[config.mk]
export PLATFORM = sky130hd
export DESIGN_NAME = mux_bus_cycle_gen
export DESIGN_NICKNAME = d
export VERILOG_FILES = /design/src/rtl/mbc_pkg.sv /design/src/rtl/mbc_addr_gen.sv /design/src/rtl/mbc_tseq.sv /design/src/rtl/mbc_pin_drive.sv /design/src/rtl/mux_bus_cycle_gen.sv
export SDC_FILE = /design/constraint.sdc
export NUM_CORES = 1
export LEC_CHECK = 0
export BUFFER_PORTS_ARGS = -buffer_cell sky130_fd_sc_hd__buf_4
export CORE_MARGIN = 3
export CORE_UTILIZATION = 55
export CTS_BUF_LIST = sky130_fd_sc_hd__clkbuf_2
export DETAILED_ROUTE_END_ITERATION = 6
export PLACE_DENSITY = 0.87
export SLEW_MARGIN = 20
export SYNTH_ARGS = -nofsm -noshare
export SYNTH_HDL_FRONTEND = slang
export SYNTH_SLANG_ARGS = --single-unit
[constraint.sdc]
create_clock -name clk -period 5.2 [get_ports clk]
set_input_delay 0 -clock clk [delete_from_list [all_inputs] [get_ports clk]]
set_output_delay 0 -clock clk [all_outputs]
set_load 0.01 [all_outputs]
[src/rtl/mbc_pkg.sv]
// Package: shared phase encoding and segment codes for the bus cycle generator.
// Assumes a cycle of exactly four clocks with no wait states.
package mbc_pkg;

    typedef enum logic [2:0] {
        PH_IDLE = 3'd0,
        PH_T1   = 3'd1,
        PH_T2   = 3'd2,
        PH_T3   = 3'd3,
        PH_T4   = 3'd4
    } phase_e;

    localparam logic [1:0] SEG_EXTRA = 2'b00;
    localparam logic [1:0] SEG_STACK = 2'b01;
    localparam logic [1:0] SEG_CODE  = 2'b10;
    localparam logic [1:0] SEG_DATA  = 2'b11;

endpackage

[src/rtl/mbc_addr_gen.sv]
// Address generator: forms the physical address from segment and offset,
// or a port address for I/O, and decides the high-byte enable for T1.
// Assumes ADDR_W == OFF_W + SEG_SHIFT; carries out of ADDR_W are dropped.
module mbc_addr_gen #(
    parameter int OFF_W     = 16,
    parameter int ADDR_W    = 20,
    parameter int SEG_SHIFT = 4
) (
    input  logic [OFF_W-1:0]  seg_val,
    input  logic [OFF_W-1:0]  off_val,
    input  logic              is_io,
    input  logic              byte_xfer,
    output logic [ADDR_W-1:0] phys,
    output logic              hi_en_n
);
    localparam int UP_W = ADDR_W - OFF_W;

    logic [ADDR_W-1:0] seg_shifted;
    logic [ADDR_W-1:0] mem_addr;

    // Shift the segment and add the zero-extended offset
    always_comb begin
        seg_shifted = ADDR_W'({seg_val, {SEG_SHIFT{1'b0}}});
        mem_addr    = seg_shifted + ADDR_W'(off_val);
    end

    // Pick memory or port address and the byte-lane enable
    always_comb begin
        phys    = is_io ? {{UP_W{1'b0}}, off_val} : mem_addr;
        hi_en_n = byte_xfer ? ~phys[0] : 1'b0;
    end
endmodule

[src/rtl/mbc_tseq.sv]
// T-state sequencer: leaves idle on start and steps T1..T4, then back to idle.
// Assumes start is only meaningful while idle; it is ignored in other phases.
module mbc_tseq
    import mbc_pkg::*;
(
    input  logic   clk,
    input  logic   rst_n,
    input  logic   start,
    output phase_e phase
);
    // Advance one T-state per clock
    always_ff @(posedge clk) begin
        if (!rst_n) begin
            phase <= PH_IDLE;
        end else begin
            case (phase)
                PH_IDLE: phase <= start ? PH_T1 : PH_IDLE;
                PH_T1:   phase <= PH_T2;
                PH_T2:   phase <= PH_T3;
                PH_T3:   phase <= PH_T4;
                PH_T4:   phase <= PH_IDLE;
                default: phase <= PH_IDLE;
            endcase
        end
    end
endmodule

[src/rtl/mbc_pin_drive.sv]
// Pin driver: decodes the current T-state and the captured request into the
// bus pins. Assumes UP_W == 4 so the upper lines can carry the status nibble.
module mbc_pin_drive
    import mbc_pkg::*;
#(
    parameter int DW   = 16,
    parameter int UP_W = 4
) (
    input  phase_e              phase,
    input  logic [DW+UP_W-1:0]  phys_q,
    input  logic                hi_en_n_q,
    input  logic                write_q,
    input  logic                io_q,
    input  logic [1:0]          seg_sel_q,
    input  logic [DW-1:0]       wdata_q,
    input  logic                int_en,
    output logic [DW-1:0]       ad_o,
    output logic                ad_oe,
    output logic [UP_W-1:0]     ahs_o,
    output logic                ale,
    output logic                bhe_n,
    output logic                mio,
    output logic                dtr,
    output logic                done
);
    logic [UP_W-1:0] status_nib;
    logic            data_ph;

    // Status nibble: bit3 zero, bit2 live interrupt enable, bits1:0 segment code
    always_comb begin
        status_nib = UP_W'({1'b0, int_en, seg_sel_q});
        data_ph    = (phase == PH_T2) || (phase == PH_T3) || (phase == PH_T4);
    end

    // Drive every pin from the phase
    always_comb begin
        ad_o  = '0;
        ad_oe = 1'b0;
        ahs_o = '0;
        ale   = 1'b0;
        bhe_n = 1'b1;
        mio   = 1'b0;
        dtr   = 1'b0;
        done  = 1'b0;
        if (phase == PH_T1) begin
            ad_o  = phys_q[DW-1:0];
            ad_oe = 1'b1;
            ahs_o = phys_q[DW+UP_W-1:DW];
            ale   = 1'b1;
            bhe_n = hi_en_n_q;
            mio   = ~io_q;
        end else if (data_ph) begin
            ad_o  = write_q ? wdata_q : '0;
            ad_oe = write_q;
            ahs_o = status_nib;
            mio   = ~io_q;
            dtr   = write_q;
            done  = (phase == PH_T4);
        end
    end
endmodule

[src/rtl/mux_bus_cycle_gen.sv]
// Top: captures a request when idle, sequences T1..T4 and drives the
// multiplexed bus. Assumes no wait states and a single bus master.
module mux_bus_cycle_gen
    import mbc_pkg::*;
#(
    parameter int DW        = 16,
    parameter int ADDR_W    = 20,
    parameter int SEG_SHIFT = 4
) (
    input  logic                 clk,
    input  logic                 rst_n,
    input  logic                 req_valid,
    input  logic                 req_write,
    input  logic                 req_io,
    input  logic                 req_byte,
    input  logic [1:0]           req_seg_sel,
    input  logic [DW-1:0]        req_seg,
    input  logic [DW-1:0]        req_off,
    input  logic [DW-1:0]        req_wdata,
    input  logic                 int_en,
    output logic [DW-1:0]        ad_o,
    output logic                 ad_oe,
    input  logic [DW-1:0]        ad_i,
    output logic [ADDR_W-DW-1:0] ahs_o,
    output logic                 ale,
    output logic                 bhe_n,
    output logic                 mio,
    output logic                 dtr,
    output logic [DW-1:0]        rdata,
    output logic                 done
);
    localparam int UP_W = ADDR_W - DW;

    phase_e            phase;
    logic              start;
    logic [ADDR_W-1:0] phys_d;
    logic              hi_en_n_d;
    logic [ADDR_W-1:0] phys_q;
    logic              hi_en_n_q;
    logic              write_q;
    logic              io_q;
    logic [1:0]        seg_sel_q;
    logic [DW-1:0]     wdata_q;

    // Accept a request only while idle
    always_comb start = req_valid && (phase == PH_IDLE);

    mbc_addr_gen #(
        .OFF_W     (DW),
        .ADDR_W    (ADDR_W),
        .SEG_SHIFT (SEG_SHIFT)
    ) u_addr (
        .seg_val   (req_seg),
        .off_val   (req_off),
        .is_io     (req_io),
        .byte_xfer (req_byte),
        .phys      (phys_d),
        .hi_en_n   (hi_en_n_d)
    );

    mbc_tseq u_seq (
        .clk   (clk),
        .rst_n (rst_n),
        .start (start),
        .phase (phase)
    );

    // Capture the request fields at the start of a cycle
    always_ff @(posedge clk) begin
        if (!rst_n) begin
            phys_q    <= '0;
            hi_en_n_q <= 1'b1;
            write_q   <= 1'b0;
            io_q      <= 1'b0;
            seg_sel_q <= SEG_EXTRA;
            wdata_q   <= '0;
        end else if (start) begin
            phys_q    <= phys_d;
            hi_en_n_q <= hi_en_n_d;
            write_q   <= req_write;
            io_q      <= req_io;
            seg_sel_q <= req_seg_sel;
            wdata_q   <= req_wdata;
        end
    end

    // Sample read data at the edge that ends T3
    always_ff @(posedge clk) begin
        if (!rst_n) begin
            rdata <= '0;
        end else if ((phase == PH_T3) && !write_q) begin
            rdata <= ad_i;
        end
    end

    mbc_pin_drive #(
        .DW   (DW),
        .UP_W (UP_W)
    ) u_pins (
        .phase     (phase),
        .phys_q    (phys_q),
        .hi_en_n_q (hi_en_n_q),
        .write_q   (write_q),
        .io_q      (io_q),
        .seg_sel_q (seg_sel_q),
        .wdata_q   (wdata_q),
        .int_en    (int_en),
        .ad_o      (ad_o),
        .ad_oe     (ad_oe),
        .ahs_o     (ahs_o),
        .ale       (ale),
        .bhe_n     (bhe_n),
        .mio       (mio),
        .dtr       (dtr),
        .done      (done)
    );
endmodule

==> Word-level counts from Yosys, hierarchy flattened <==
Cells that the tools add are included.
{ "word_totals": {"ff_bits": 60, "output_inout_bits": 42, "word_cells": 39} }
{ "op_classes": {"addsub": 1, "n_eq_ne": 4, "muxes": 18, "bitwise_logic": 2, "reduce_logical": 6} }
{ "op_table": {"columns": ["operator", "count"], "rows": [
  ["2-to-1 mux 16 bit", 3],
  ["adder 20 x 16 -> 20 bit", 1],
  ["2-to-1 mux 20 bit", 1],
  ["one-hot mux 3 bit (4 select lines)", 1],
  ["2-to-1 mux 1 bit", 11],
  ["equality test 3 x 2 -> 1 bit (second input constant)", 2],
  ["2-to-1 mux 4 bit", 1],
  ["equality test 3 x 1 -> 1 bit (second input constant)", 1],
  ["equality test 3 bit (second input constant)", 1],
  ["logical NOT 3 bit", 1],
  ["2-to-1 mux 3 bit", 1],
  ["logical AND 1 bit", 2],
  ["logical OR 1 bit", 2],
  ["inverter 1 bit", 2],
  ["logical NOT 1 bit", 1]
]} }

==> Depth between registers and ports, before layout <==
{ "depth": {"depth_word": 5, "mapped_depth": 8} }

==> Hierarchy <==
A second synthesis with hierarchy kept.
{ "hier_totals": {"hier_cells": 486, "hier_area_um2": 4134.0} }
{ "modules_own_cells": {"columns": ["mod", "n_inst", "cells_each", "area_each_um2", "seq_area_each_um2"], "rows": [
  ["mux_bus_cycle_gen", 1, 250, 2344.7, 1141.1],
  ["mbc_addr_gen", 1, 125, 878.3, 0.0],
  ["mbc_pin_drive", 1, 101, 808.3, 0.0],
  ["mbc_tseq", 1, 10, 102.6, 60.1]
]} }

==> Least setup slack after synthesis <==
No wires, ideal clock.
{ "synth_path": {"path_type": "input-to-reg", "start": "input req_seg[0]", "end": "register phys_q[10]", "t_arrival_ps": 1647, "required_ps": 5077, "slack_ps": 3430, "path_stages": 7, "cell_sequence": "ha_1 -> fa_1 -> a21o_1 -> a221o_1 -> xor2_1 -> a221oi_1 -> nor2b_1"} }
{ "synth_via": {"elab_chain_len": 2} }
{ "synth_lines": {"columns": ["element", "line", "rtl"], "rows": [
  ["start: declaration", "mux_bus_cycle_gen.sv:17", "input logic [DW-1:0] req_seg,"],
  ["adder 20 x 16 -> 20 bit", "mbc_addr_gen.sv:24", "mem_addr = seg_shifted + ADDR_W'(off_val);"],
  ["2-to-1 mux 20 bit", "mbc_addr_gen.sv:29", "phys = is_io ? {{UP_W{1'b0}}, off_val} : mem_addr;"],
  ["end signal: assignment", "mux_bus_cycle_gen.sv:78", "phys_q <= phys_d;"],
  ["end: declaration", "mux_bus_cycle_gen.sv:38", "logic [ADDR_W-1:0] phys_q;"]
]} }
No other way between the ends.
A chain may end at the register's enable or synchronous reset.

==> Final worst setup path <==
{ "layout_path": {"start": "register u_seq.phase[0]", "end": "output ad_o[5]"} }
{ "layout_via": {"elab_chain_len": 5, "elab_cells_between_ends": 8} }
{ "layout_lines": {"columns": ["element", "line", "rtl"], "rows": [
  ["start: declaration", "mbc_tseq.sv:9", "output phase_e phase"],
  ["start signal: assignment", "mbc_tseq.sv:17", "PH_IDLE: phase <= start ? PH_T1 : PH_IDLE;"],
  ["equality test 3 x 2 -> 1 bit", "mbc_pin_drive.sv:32", "data_ph = (phase == PH_T2) || (phase == PH_T3) || (phase == PH_T4);"],
  ["logical OR 1 bit (2 in a row)", "mbc_pin_drive.sv:32", null],
  ["2-to-1 mux 16 bit", "mbc_pin_drive.sv:52", "end else if (data_ph) begin"],
  ["2-to-1 mux 16 bit (*)", "mbc_pin_drive.sv:45", "if (phase == PH_T1) begin"],
  ["end: declaration", "mux_bus_cycle_gen.sv:21", "output logic [DW-1:0] ad_o,"]
]} }
Mark *: on every way between the ends. The rest lies on a longest branch, timed or not.

==> results by group <==
Critical path
  • Critical Path Sink Type: primary output
  • Critical path launch point type: register
  • CP max stage cell: nor2b_2
  • WP buf/inv: 1
  • CP max stage delay: 0.85 ns
  • Critical path's top delay family: simple AND/OR/NAND/NOR gates
  • WP data required: 5.20 ns
  • CP Class: register to primary output
  • Crit-path cells: nor2b_1, nor2b_2, a22o_1, buf_4
  • Crit path DAT: 2.54 ns
  • Crit-path max FO: 22

Synth
  • Post-synth cell types: 50
  • Flops & latches, synth: 60
  • Synth area leaders: dfxtp_1, nand2_1, a21boi_1
  • Avg Cell Area, Syn: 8.30 um2
  • Post-synth top cells: nand2_1, dfxtp_1, a21boi_1, a22o_1, a21oi_1
  • Post-synth top area share: 37.6%
  • Fraction of registers with async set/reset: 0%
  • Mapped Nets: 471
  • Mapped cell area: 0.00320 mm2
  • Main synth FF type: dfxtp_1
  • EDFF count, synth: 0
  • Leading area contributor after synthesis: dfxtp_1
  • Sequential share of the synthesized area: 37.6%
  • Most numerous cell in the Yosys netlist: nand2_1
  • Synth warn: 0
  • Syn Inst Count: 385

Detailed routing
  • Vias: 3,539
  • Drt via density: 5.57
  • Final Routed Wirelength: 10,400 um
  • Routed Antenna Nets: 0
  • Routed wire length per instance: 16.5 um
  • DRC: 0
  • TritonRoute pass-1 iters: 5
  • Iter 0 DRT Violations: 225

Hold path
  • HP Class: primary input to register

Clock tree
  • Root Buffer: clkbuf_2
  • Clock Tree Buf Depth: 2
  • Htree depth: 3
  • CTS resizes: 0
  • CTS sink cnt: 60
  • CTS clk-pin slew, worst paths: 0.14 ns
  • CTS tree: done
  • Worst skew pair latency: 0.47 ns
  • TritonCTS Buffers: 9

Timing
  • RSZ-0062 raised after global routing: false
  • Relative slew slack: 32.8%
  • Setup Skew: 0.0149 ns
  • Worst slew pin tran: 1.00 ns
  • TNS Setup: 0 ns
  • Setup-failing EPs final: 0
  • Setup WS post-layout: 2.66 ns
  • Hold Fails Final Rpt: 0
  • F_max: 394 MHz
  • Minimum clock period: 2.54 ns
  • Fin crit share: 48.8%
  • Slew Viols, Final: 0

Placement
  • Port Buffers: 114
  • GP Congestion: 0.924
  • Post-DP HPWL: 6120 um
  • Place WS: 3.17 ns

GRT
  • First-pass GRT wire length: 16,300 um
  • Gr usage total: 31.4%
  • Met3 Track Usage GR: 7.27%
  • Vias in the first global route: 3,578
  • GRT met1 Usage: 33.9%
  • GRT busiest layer: met2
  • Antenna violations before repair: 0
  • Pin count of the biggest net entering global routing: 61
  • Met2 usage: 57.3%
  • Grt ovf: 0

Floorplanning
  • Die Ht: 82.2 um
  • Die area: 0.00676 mm2
  • Starting Density: 57.4%
  • I/O pin cnt: 115
  • Die X: 82.2 um
  • Std cell rows: 27
  • Core Area: 0.00557 mm2

Power and ir drop
  • Pwr Density: 219 mW/mm2
  • Peak supply drop: 0.178 mV
  • Leak pwr: 2.14 nW

Flow run
  • Max-cap check violation count: 0

Layout
  • Share of layout cells above drive strength 1: 25.0%
  • Antenna diodes: 0
  • Layout area overhead: 51.1%
  • Nets: 646

Status
  • Status: complete, no violations
-- report_power, final --
part	leakage (nW)	switching [W]	total (W)	internal [W]
logic	1.59	0.000160	0.000327	0.000168
clock network	0.0548	0.000157	0.000213	0.0000560
registers	0.490	0.0000226	0.000516	0.000493
total	2.14	0.000339	0.00106	0.000717
-- per-stage QoR --
| step | area (um2) | utilization, % | power (W) | cells | hold WS (ns) |
|---|---|---|---|---|---|
| after floorplan | 3200 | - | 0.000689 | 385 | 0.135 |
| after global placement | 4030 | 72.3 | 0.000781 | 548 | 0.246 |
| after detailed placement | 4030 | 72.3 | 0.000788 | 548 | 0.257 |
| after CTS | 4830 | 86.7 | 0.00104 | 635 | 0.00436 |
| after global routing | 4830 | 86.7 | 0.00110 | 635 | 0.0379 |
| final | 4830 | 86.7 | 0.00106 | 635 | 0.0309 |
-- worst paths after layout --
check                      start     endpoint  slack [ns]  cells after the start
hold / removal             rst_n   phys_q[11]        0.03                      3
setup reg to reg  u_seq.phase[0]   phys_q[15]        2.72                      7
hold reg to reg      wdata_q[12]  wdata_q[12]        0.46                      2
setup / recovery  u_seq.phase[0]      ad_o[5]        2.66                      4
-- state kept, by name, summed over array words and instances (netlist names) --
name,count
u_seq.phase,3
phys_q,20
rdata,16
io_q,1
seg_sel_q,2
write_q,1
hi_en_n_q,1
wdata_q,16
-- cell families after synthesis --
kind of cell,synth area share (%)
simple gates,22.0
compound gates,25.9
flops,37.6
buf+inv,4.15
xor+xnor,4.11
fa+ha+maj,5.32
mux,0.939
-- worst register-to-register path, stage by stage (launching register included) --
cell	delay, ns
dfxtp_1	0.43
nor4b_4	0.63
buf_4	0.45
nand3_1	0.14
nand2_1	0.08
nand2_1	0.05
dlygate4sd3_1	0.58
o21ai_1	0.07
-- timing repair --
item,4_1_cts,5_1_grt
hold endpoints to repair,58,0
setup buffers,0,0
hold buffers,73,0
-- cell usage in the layout (no fill, tap or decap), types with 2 or more instances in the layout --
master | Yosys | final
a21boi_0 | 15 | 15
a21boi_1 | 26 | 26
a21o_1 | 4 | 4
a21oi_1 | 17 | 17
a22o_1 | 18 | 18
a31oi_1 | 3 | 3
and2_4 | 2 | 2
and3_1 | 5 | 5
and3b_1 | 2 | 2
buf_4 | 1 | 116
clkbuf_2 | 0 | 10
clkinv_2 | 0 | 3
dfxtp_1 | 60 | 60
dlygate4sd3_1 | 0 | 73
ha_1 | 12 | 12
mux2i_1 | 3 | 3
nand2_1 | 105 | 105
nand2b_1 | 2 | 2
nand3_1 | 9 | 9
nand3b_1 | 5 | 5
nand4_1 | 2 | 2
nor2_1 | 11 | 11
nor2b_1 | 4 | 3
o211a_1 | 2 | 2
o211ai_1 | 2 | 2
o21ai_0 | 9 | 9
o21ai_1 | 6 | 6
xnor2_1 | 5 | 5
xor2_1 | 10 | 10
-- routing by layer --
metal / wire (um) / part of all wire (%)
met3: 691 / 6.6
met2: 5460 / 52
met4: 390 / 3.7
met1: 3900 / 37
met5: 0 / 0
-- area by class of cell --
type	instances	area, um2
multi-input cells	299	1870
flip-flops and latches	60	1200
well taps	72	90.1
repair buffers	189	1600
clock buffers	10	50.0
clock inverters	4	18.8
inverters	1	3.75
fillers	304	743
(Power assumes the default switching activity.)
